File: config.mk
export PLATFORM = sky130hd
export DESIGN_NAME = fetch_loop_buf
export DESIGN_NICKNAME = d
export VERILOG_FILES = /design/src/rtl/lbuf_pkg.sv /design/src/rtl/lbuf_ctrl.sv /design/src/rtl/lbuf_data.sv /design/src/rtl/fetch_loop_buf.sv
export SDC_FILE = /design/constraint.sdc
export NUM_CORES = 1
export LEC_CHECK = 0
export BUFFER_PORTS_ARGS = -buffer_cell sky130_fd_sc_hd__clkbuf_2
export CAP_MARGIN = 20
export CORE_MARGIN = 2
export CORE_UTILIZATION = 50
export DETAILED_ROUTE_END_ITERATION = 8
export GPL_ROUTABILITY_DRIVEN = 0
export GPL_TIMING_DRIVEN = 0
export PLACE_DENSITY = 0.67
export SETUP_SLACK_MARGIN = 0.2
export SYNTH_ARGS = -nofsm -noshare
export SYNTH_HDL_FRONTEND = slang
export SYNTH_SLANG_ARGS = --single-unit
File: constraint.sdc
create_clock -name clk -period 11.9 [get_ports clk]
set_input_delay 0.595 -clock clk [delete_from_list [all_inputs] [get_ports clk]]
set_output_delay 0.595 -clock clk [all_outputs]
set_load 0.02 [all_outputs]
File: src/rtl/lbuf_pkg.sv
package lbuf_pkg;
  // strobes passed from control to datapath
  typedef struct packed {
    logic wrEn;    // store the memory word at wrSlot
    logic useBuf;  // answer from storage, not memory
  } lbStrobe_t;
endpackage

File: src/rtl/lbuf_ctrl.sv
module lbuf_ctrl
  import lbuf_pkg::*;
#(
  parameter int ADDR_W = 32,
  parameter int DEPTH  = 16
) (
  input  logic                     clk,
  input  logic                     rstN,
  input  logic                     flush,
  input  logic                     reqValid,
  input  logic [ADDR_W-1:0]        reqAddr,
  input  logic                     memReady,
  output lbStrobe_t                strobe,
  output logic [$clog2(DEPTH)-1:0] wrSlot,
  output logic [$clog2(DEPTH)-1:0] rdSlot,
  output logic                     rspValid,
  output logic                     rspHit,
  output logic                     memReq
);
  localparam int IDX_W = $clog2(DEPTH);
  localparam int CNT_W = $clog2(DEPTH + 1);

  logic [ADDR_W-1:0] base;
  logic [IDX_W-1:0]  head;
  logic [CNT_W-1:0]  count;

  logic [ADDR_W-1:0] offset;
  logic inWin, contig, isFull, missDone;

  always_comb begin
    offset   = reqAddr - base;
    inWin    = !flush && (offset < ADDR_W'(count));
    contig   = (offset == ADDR_W'(count));
    isFull   = (count == CNT_W'(DEPTH));
    memReq   = reqValid && !inWin;
    missDone = memReq && memReady;
    rspHit   = reqValid && inWin;
    rspValid = rspHit || missDone;
    rdSlot   = head + offset[IDX_W-1:0];
    wrSlot   = contig ? head + count[IDX_W-1:0] : '0;
    strobe.wrEn   = missDone && !flush;
    strobe.useBuf = rspHit;
  end

  always_ff @(posedge clk) begin
    if (!rstN) begin
      base  <= '0;
      head  <= '0;
      count <= '0;
    end else if (flush) begin
      count <= '0;
    end else if (missDone) begin
      if (contig) begin
        if (isFull) begin
          base <= base + 1'b1;
          head <= head + 1'b1;
        end else begin
          count <= count + 1'b1;
        end
      end else begin
        base  <= reqAddr;
        head  <= '0;
        count <= CNT_W'(1);
      end
    end
  end


  idle_quiet_chk: assert property (@(posedge clk) disable iff (!rstN)
    !reqValid |-> (!rspValid && !memReq));

  miss_needs_ready_chk: assert property (@(posedge clk) disable iff (!rstN)
    (rspValid && !rspHit) |-> memReady);

  full_slide_chk: assert property (@(posedge clk) disable iff (!rstN)
    (missDone && contig && isFull && !flush) |=> (base == $past(base) + 1'b1 && count == CNT_W'(DEPTH)));

  restart_chk: assert property (@(posedge clk) disable iff (!rstN)
    (missDone && !contig && !flush) |=> (count == CNT_W'(1) && base == $past(reqAddr)));

  flush_clear_chk: assert property (@(posedge clk) disable iff (!rstN)
    flush |=> (count == '0));

  no_overflow_chk: assert property (@(posedge clk) disable iff (!rstN)
    count <= CNT_W'(DEPTH));
endmodule

File: src/rtl/lbuf_data.sv
module lbuf_data
  import lbuf_pkg::*;
#(
  parameter int DATA_W = 32,
  parameter int DEPTH  = 16
) (
  input  logic                     clk,
  input  lbStrobe_t                strobe,
  input  logic [$clog2(DEPTH)-1:0] wrSlot,
  input  logic [$clog2(DEPTH)-1:0] rdSlot,
  input  logic [DATA_W-1:0]        wrData,
  output logic [DATA_W-1:0]        rspData
);
  logic [DATA_W-1:0] store [DEPTH];

  always_ff @(posedge clk) begin
    if (strobe.wrEn) store[wrSlot] <= wrData;
  end

  assign rspData = strobe.useBuf ? store[rdSlot] : wrData;
endmodule

File: src/rtl/fetch_loop_buf.sv
module fetch_loop_buf
  import lbuf_pkg::*;
#(
  parameter int ADDR_W = 32,
  parameter int DATA_W = 32,
  parameter int DEPTH  = 16
) (
  input  logic              clk,
  input  logic              rstN,
  input  logic              flush,
  input  logic              reqValid,
  input  logic [ADDR_W-1:0] reqAddr,
  output logic              rspValid,
  output logic [DATA_W-1:0] rspData,
  output logic              rspHit,
  output logic              memReq,
  output logic [ADDR_W-1:0] memAddr,
  input  logic              memReady,
  input  logic [DATA_W-1:0] memData
);
  localparam int IDX_W = $clog2(DEPTH);

  lbStrobe_t        strobe;
  logic [IDX_W-1:0] wrSlot, rdSlot;

  assign memAddr = reqAddr;

  lbuf_ctrl #(.ADDR_W(ADDR_W), .DEPTH(DEPTH)) ctrl (
    .clk(clk), .rstN(rstN), .flush(flush), .reqValid(reqValid),
    .reqAddr(reqAddr), .memReady(memReady), .strobe(strobe),
    .wrSlot(wrSlot), .rdSlot(rdSlot), .rspValid(rspValid),
    .rspHit(rspHit), .memReq(memReq)
  );

  lbuf_data #(.DATA_W(DATA_W), .DEPTH(DEPTH)) data (
    .clk(clk), .strobe(strobe), .wrSlot(wrSlot), .rdSlot(rdSlot),
    .wrData(memData), .rspData(rspData)
  );


  hit_no_mem_chk: assert property (@(posedge clk) disable iff (!rstN)
    rspHit |-> (rspValid && !memReq));
endmodule

### Yosys cells after proc, flatten, opt, wreduce, memory -nomap -nowiden

Memory sizes are Yosys's and may differ from the RTL's.
Cells that the tools add are included.
W data, S select, Z words.

| storage, ports and cells | value |
|---|---|
| bits in registers | 41 |
| bits in writable memories | 512 |
| input bits | 69 |
| output and inout port bits | 67 |
| logic and storage cells | 38 |
| memories | 1 |

| cells by class | value |
|---|---|
| add/subtract/negate cells | 6 |
| magnitude comparators | 1 |
| eq/ne operators | 4 |
| muxes and demuxes | 10 |
| bitwise operators | 2 |
| reduce and logical (&&, ||, !) cells | 11 |

Memory list:

| memory | depth | bits a word | rd ports | clocked after memory_dff | wr ports | RTL line | source |
|---|---|---|---|---|---|---|---|
| data.store | 16 | 32 | 1 | 0 | 1 | lbuf_data.sv:14 | `logic [DATA_W-1:0] store [DEPTH];` |

Operators by type and width:

| operator | count |
|---|---|
| $mux W32 | 3 |
| $add A32 B1 Y32 const B | 1 |
| $eq A32 B5 Y1 | 1 |
| $lt A32 B5 Y1 | 1 |
| $sub A32 B32 Y32 | 1 |
| $mux W4 | 3 |
| $mux W5 | 2 |
| $add A4 B4 Y4 | 2 |
| $add A5 B1 Y5 const B | 1 |
| $eq A5 B5 Y1 const B | 1 |
| $logic_and A1 B1 Y1 | 5 |
| $add A4 B1 Y4 const B | 1 |
| $ne A2 B2 Y1 const B | 2 |
| $reduce_and A3 Y1 | 1 |
| $logic_not A1 Y1 | 2 |
| $mux W1 | 2 |
| $not A1 Y1 | 2 |
| $reduce_and A2 Y1 | 1 |
| $reduce_or A2 Y1 | 1 |
| $logic_or A1 B1 Y1 | 1 |

### Logic depth before layout (Yosys ltp)

| depth | value |
|---|---|
| depth after elaboration | 9 |
| mapped depth | 17 |

### Hierarchy

A second synthesis with hierarchy kept.

| unflattened totals | value |
|---|---|
| cell total of the unflattened synthesis | 1588 |
| area, all modules | 25607.1 um2 |

By module, submodules not included:

| module | instances | cells an instance | area an instance (um2) | sequential area each (um2) |
|---|---|---|---|---|
| lbuf_data | 1 | 844 | 19990.4 | 15374.7 |
| lbuf_ctrl | 1 | 712 | 5376.4 | 820.8 |
| fetch_loop_buf | 1 | 32 | 240.2 | 0.0 |

### Worst setup path after synthesis

Ideal clock, no wire load.

| path | value |
|---|---|
| path kind | input -> register |
| from | in reqAddr[23] |
| to | mem data.store[10][0], enable pin |
| data arrival time | 6418 ps |
| setup slack | 5014 ps |
| stages on the path | 15 |
| cells stage by stage | ha_1 -> buf_6 -> a21o_1 -> a311oi_2 -> a21oi_1 -> or3_1 -> a2111oi_2 -> a21oi_1 -> or4_4 -> or2_1 -> buf_2 -> or3_1 -> buf_2 -> nor4_4 -> nor3b_1 |

| on the way | value |
|---|---|
| longest elaborated chain between the ends | 9 |

RTL lines:

| what | RTL line | source |
|---|---|---|
| start, declared | fetch_loop_buf.sv:12 | `input logic [ADDR_W-1:0] reqAddr,` |
| $sub A32 B32 Y32 (*) | lbuf_ctrl.sv:31 | `offset = reqAddr - base;` |
| $lt A32 B5 Y1 | lbuf_ctrl.sv:32 | `inWin = !flush && (offset < ADDR_W'(count));` |
| $logic_and A1 B1 Y1 | lbuf_ctrl.sv:32 |  |
| $logic_not A1 Y1 | lbuf_ctrl.sv:35 | `memReq = reqValid && !inWin;` |
| $logic_and A1 B1 Y1 | lbuf_ctrl.sv:35 |  |
| $logic_and A1 B1 Y1 | lbuf_ctrl.sv:36 | `missDone = memReq && memReady;` |
| $logic_and A1 B1 Y1 | lbuf_ctrl.sv:41 | `strobe.wrEn = missDone && !flush;` |
| $mux W1 | lbuf_data.sv:17 | `if (strobe.wrEn) store[wrSlot] <= wrData;` |
| $mux W1 (implied by the code) | lbuf_data.sv:17 |  |
| end, declared | lbuf_data.sv:14 |  |

Every way passes the cells marked *; elsewhere a longest branch is shown, timed or not.

### Final worst setup path

| path | value |
|---|---|
| from | reg ctrl.base[13] |
| to | out rspData[18] |

| on the way | value |
|---|---|
| longest elaborated chain between the ends | 5 |

RTL lines:

| what | RTL line | source |
|---|---|---|
| start, declared | lbuf_ctrl.sv:23 | `logic [ADDR_W-1:0] base;` |
| start signal, assigned | lbuf_ctrl.sv:55 | `base <= base + 1'b1;` |
| start signal, assigned | lbuf_ctrl.sv:61 | `base <= reqAddr;` |
| $sub A32 B32 Y32 | lbuf_ctrl.sv:31 |  |
| $lt A32 B5 Y1 | lbuf_ctrl.sv:32 |  |
| $logic_and A1 B1 Y1 | lbuf_ctrl.sv:32 |  |
| $logic_and A1 B1 Y1 | lbuf_ctrl.sv:37 | `rspHit = reqValid && inWin;` |
| $mux W32 | lbuf_data.sv:20 | `assign rspData = strobe.useBuf ? store[rdSlot] : wrData;` |
| end, declared | fetch_loop_buf.sv:14 | `output logic [DATA_W-1:0] rspData,` |

Every way passes these cells.

==> run metrics <==
final cycle utilization of the critical path=56.4%; setup slack after layout=5.19 ns; final cell count without fillers=approximately 2.5k; slew margin rel.=27.4%; area of the mapped netlist=approximately 25,000 um2; Routed WL=between 60,000 and 70,000 um; Sw Share=a little under a quarter; average wire length per cell after detail routing=roughly 26 um; Post-Syn Instances=1,505; post-synthesis average cell area=16.7 um2; placed instance area=approximately 27,000 um2; final slew viol count=0; total non-filler cell area in the finished layout=a little under 30,000 um2; Global Route met2 Usage=around two fifths; routed vias=about 15k; layer carrying the most global-route usage=met2; number of nets produced by synthesis=~1.6k; num ports=136; setup repair after global routing missed its margin=no; Final Skew=between 0.04 and 0.05 ns; Netlist cell types=80; count of nets after finishing=1,850; Clock power frac=about two fifths; Post-CTS Repair Setup Buffers=0; DRT iter0 DRCs=approximately 1.4k; clock latency of the later-clocked register in the worst-skew pair=approximately 0.63 ns; critical path data arrival time=approximately 6 ns; final worst path period need=between 6 and 7 ns; height of the die=between 200 and 250 um; Pre-Repair DR Iteration Count=8; Clk pin slew, worst setup/hold paths=around 0.060 ns; root buffer selected by CTS=sky130_fd_sc_hd__clkbuf_16; maximum level of the CTS H-tree=2; Worst EP required=11.31 ns; Static Leakage=0.00969 uW; met3 Use GR=3.56%; Worst setup EP type=output port; Worst IR Drop VDD=around 0.12 mV; vias in the first global route=15.2k; number of gates resized after cts=0; floorplan row count=82; Setup Slack @ Placement=5.56 ns; reg-to-reg setup timing slack=around 5.9 ns; TritonCTS Buffers=between 50 and 60; first-pass GRT wire length=roughly 94,000 um; sequential-to-total area share from yosys stat=about 64%; Die Footprint=~52,000 um2; post-route total power=approximately 4400 uW; synthesis-to-layout area growth=16.0%; maximum count of clock buffers along a single path=3; setup_tns=0 ns; FF+latch count, synth=~550; initial core utilization=just over 50%; Total Routing Usage GR=24.1%; Placed Cells=between 2k and 2.5k; largest fanout on the critical path=10; CTS tree=yes; Internal Pwr Total=between 3000 and 4000 uW; Final setup viols=0; clock net sink count=around 550; met1 demand-to-capacity share in global routing=33.4%; Vias per Instance=6.11; hold bufs inserted after CTS=0; Std-Cell Core Area=between 40,000 and 50,000 um2; Final Hold Fails=0; PwrDens=151 nW/um2; power spent charging and discharging nets=between 1000 and 1500 uW; die span in x=about 230 um; largest net degree at the start of global routing=27; share of total power in sequential cells=roughly half; Logic pwr share=about 11%; Achievable Freq=~150 MHz; outcome=finished clean; Min-Delay Path Class=in -> reg; number of antenna violations at the first check in global routing=3; number of flops mapped to enable cells by yosys=512; Ys Warns=0; number of I/O port buffers=~130; fraction of layout cells with a size suffix above 1=roughly 30%; global route total overflow=0; leading register cell type out of synthesis=sky130_fd_sc_hd__edfxtp_1; Synth async-reset ratio=0%; category of the critical setup timing path=reg -> out; Critical Path Start Type=flop; final HPWL from detailed placement=roughly 41,000 um; Max Cap Violations=0; transition at the pin with the smallest max-transition slack=between 1 and 1.5 ns; antenna-violating nets left=0; Post-route DRC=0
-- cell families (layout without fill, tap and decap cells) --
family / Yosys count / count (layout) / synth area share, %
xor gates and xnor gates: 17 / 17 / 0.592
and+or+nand+nor: 268 / 268 / 6.04
other: 0 / 1 / 0
DFF: 553 / 553 / 64.4
adders and majority gates: 49 / 49 / 2.53
AOI/OAI and AO/OA: 232 / 232 / 6.37
muxes: 220 / 220 / 16.9
buffers and inverters: 166 / 439 / 3.17
-- sequential cells by signal, indices dropped and copies added, names as in the netlist --
register / cells
ctrl.base: 32
ctrl.count: 5
ctrl.head: 4
data.store: 512
-- synthesized netlist by cell type (11+ instances only) --
library cell | number | share of area, %
sky130_fd_sc_hd__mux4_2 | 160 | 14
sky130_fd_sc_hd__a21oi_1 | 75 | 1.5
sky130_fd_sc_hd__o32ai_1 | 20 | 0.70
sky130_fd_sc_hd__nand2_1 | 65 | 0.97
sky130_fd_sc_hd__mux2i_1 | 25 | 1.0
sky130_fd_sc_hd__ha_1 | 46 | 2.3
sky130_fd_sc_hd__nor2_1 | 41 | 0.61
sky130_fd_sc_hd__buf_2 | 16 | 0.32
sky130_fd_sc_hd__a21o_1 | 17 | 0.51
sky130_fd_sc_hd__or3_1 | 11 | 0.27
sky130_fd_sc_hd__edfxtp_1 | 512 | 61
sky130_fd_sc_hd__inv_1 | 54 | 0.81
sky130_fd_sc_hd__mux2_2 | 35 | 1.6
sky130_fd_sc_hd__o21ai_0 | 25 | 0.50
sky130_fd_sc_hd__nand4_1 | 19 | 0.47
sky130_fd_sc_hd__buf_4 | 34 | 1.0
sky130_fd_sc_hd__nand3_1 | 27 | 0.54
sky130_fd_sc_hd__o21a_1 | 16 | 0.48
sky130_fd_sc_hd__clkbuf_1 | 54 | 0.81
sky130_fd_sc_hd__dfxtp_1 | 41 | 3.3
sky130_fd_sc_hd__and3_1 | 12 | 0.30
sky130_fd_sc_hd__nor3_1 | 21 | 0.42
-- routing by layer --
metal | up-vias | share of wire, %
met1 | 7698 | 42
li1 | 6581 | -
met3 | 115 | 6.3
met5 | - | 0.045
met4 | 4 | 2.6
met2 | 575 | 49
-- placed cells by master (no fill, tap or decap), drive strengths merged, types with 17 or more instances in the layout --
cell type  synthesis  layout
dfxtp             41      41
a21oi             75      75
edfxtp           512     512
ha                46      46
mux2              35      35
nand2             65      65
clkinv             0      33
nand4             19      19
nor2              41      41
buf               57      91
o32ai             20      20
clkbuf            55     253
inv               54      56
nand3             27      27
mux2i             25      25
a21o              17      17
nor3              21      21
mux4             160     160
o21ai             27      27
-- layout make-up --
class / count / area [um2]
repair buffers: 168 / 1270
plain buffers: 112 / 596
flip-flops and latches: 553 / 16200
clock inverters: 41 / 379
clock buffers: 64 / 1470
multi-input cells: 786 / 8200
fillers: 3739 / 20700
well taps: 672 / 841
inverters: 54 / 203
diodes: 1 / 2.50
-- stage by stage --
| stage | util, % | hold slack [ns] |
|---|---|---|
| finish | 58.5 | 0.319 |
| floorplan | - | 0.460 |
| global placement | 53.5 | 0.468 |
| global route | 58.5 | 0.347 |
| detailed placement | 54.6 | 0.487 |
| CTS | 58.3 | 0.293 |
-- worst paths after layout --
kind / cells past startpoint / from / to
max: 15 / ctrl.base[13]$_SDFFE_PN0P_ / rspData[18]
max reg2reg: 18 / ctrl.base[13]$_SDFFE_PN0P_ / data.store[10][10]$_DFFE_PP_
min reg2reg: 2 / ctrl.base[31]$_SDFFE_PN0P_ / ctrl.base[31]$_SDFFE_PN0P_
min: 3 / reqAddr[9] / ctrl.base[9]$_SDFFE_PN0P_
-- critical path, cell delays in order (launching register included) --
cell and delay (ns):
sky130_fd_sc_hd__dfxtp_1 0.36, sky130_fd_sc_hd__inv_1 0.10, sky130_fd_sc_hd__ha_1 0.27, sky130_fd_sc_hd__buf_2 0.18, sky130_fd_sc_hd__a21oi_1 0.67, sky130_fd_sc_hd__o22a_1 0.26
sky130_fd_sc_hd__o22ai_1 0.08, sky130_fd_sc_hd__nor4_1 0.16, sky130_fd_sc_hd__nor4bb_1 0.34, sky130_fd_sc_hd__nand4_1 0.15, sky130_fd_sc_hd__or4_1 0.60, sky130_fd_sc_hd__nor4_1 0.73
sky130_fd_sc_hd__nand2_1 0.47, sky130_fd_sc_hd__buf_1 0.51, sky130_fd_sc_hd__mux2_2 0.46, sky130_fd_sc_hd__clkbuf_2 0.17
-- power by group through the flow --
stage                     clock (uW)  combinational [uW]  sequential, uW
after floorplan                    0                 325            2180
after global placement             0                 467            2180
after detailed placement           0                 480            2180
after CTS                       1800                 483            2140
after global routing            1870                 527            2140
final                           1780                 488            2140
Note: power is estimated with default switching activity, not from simulation.
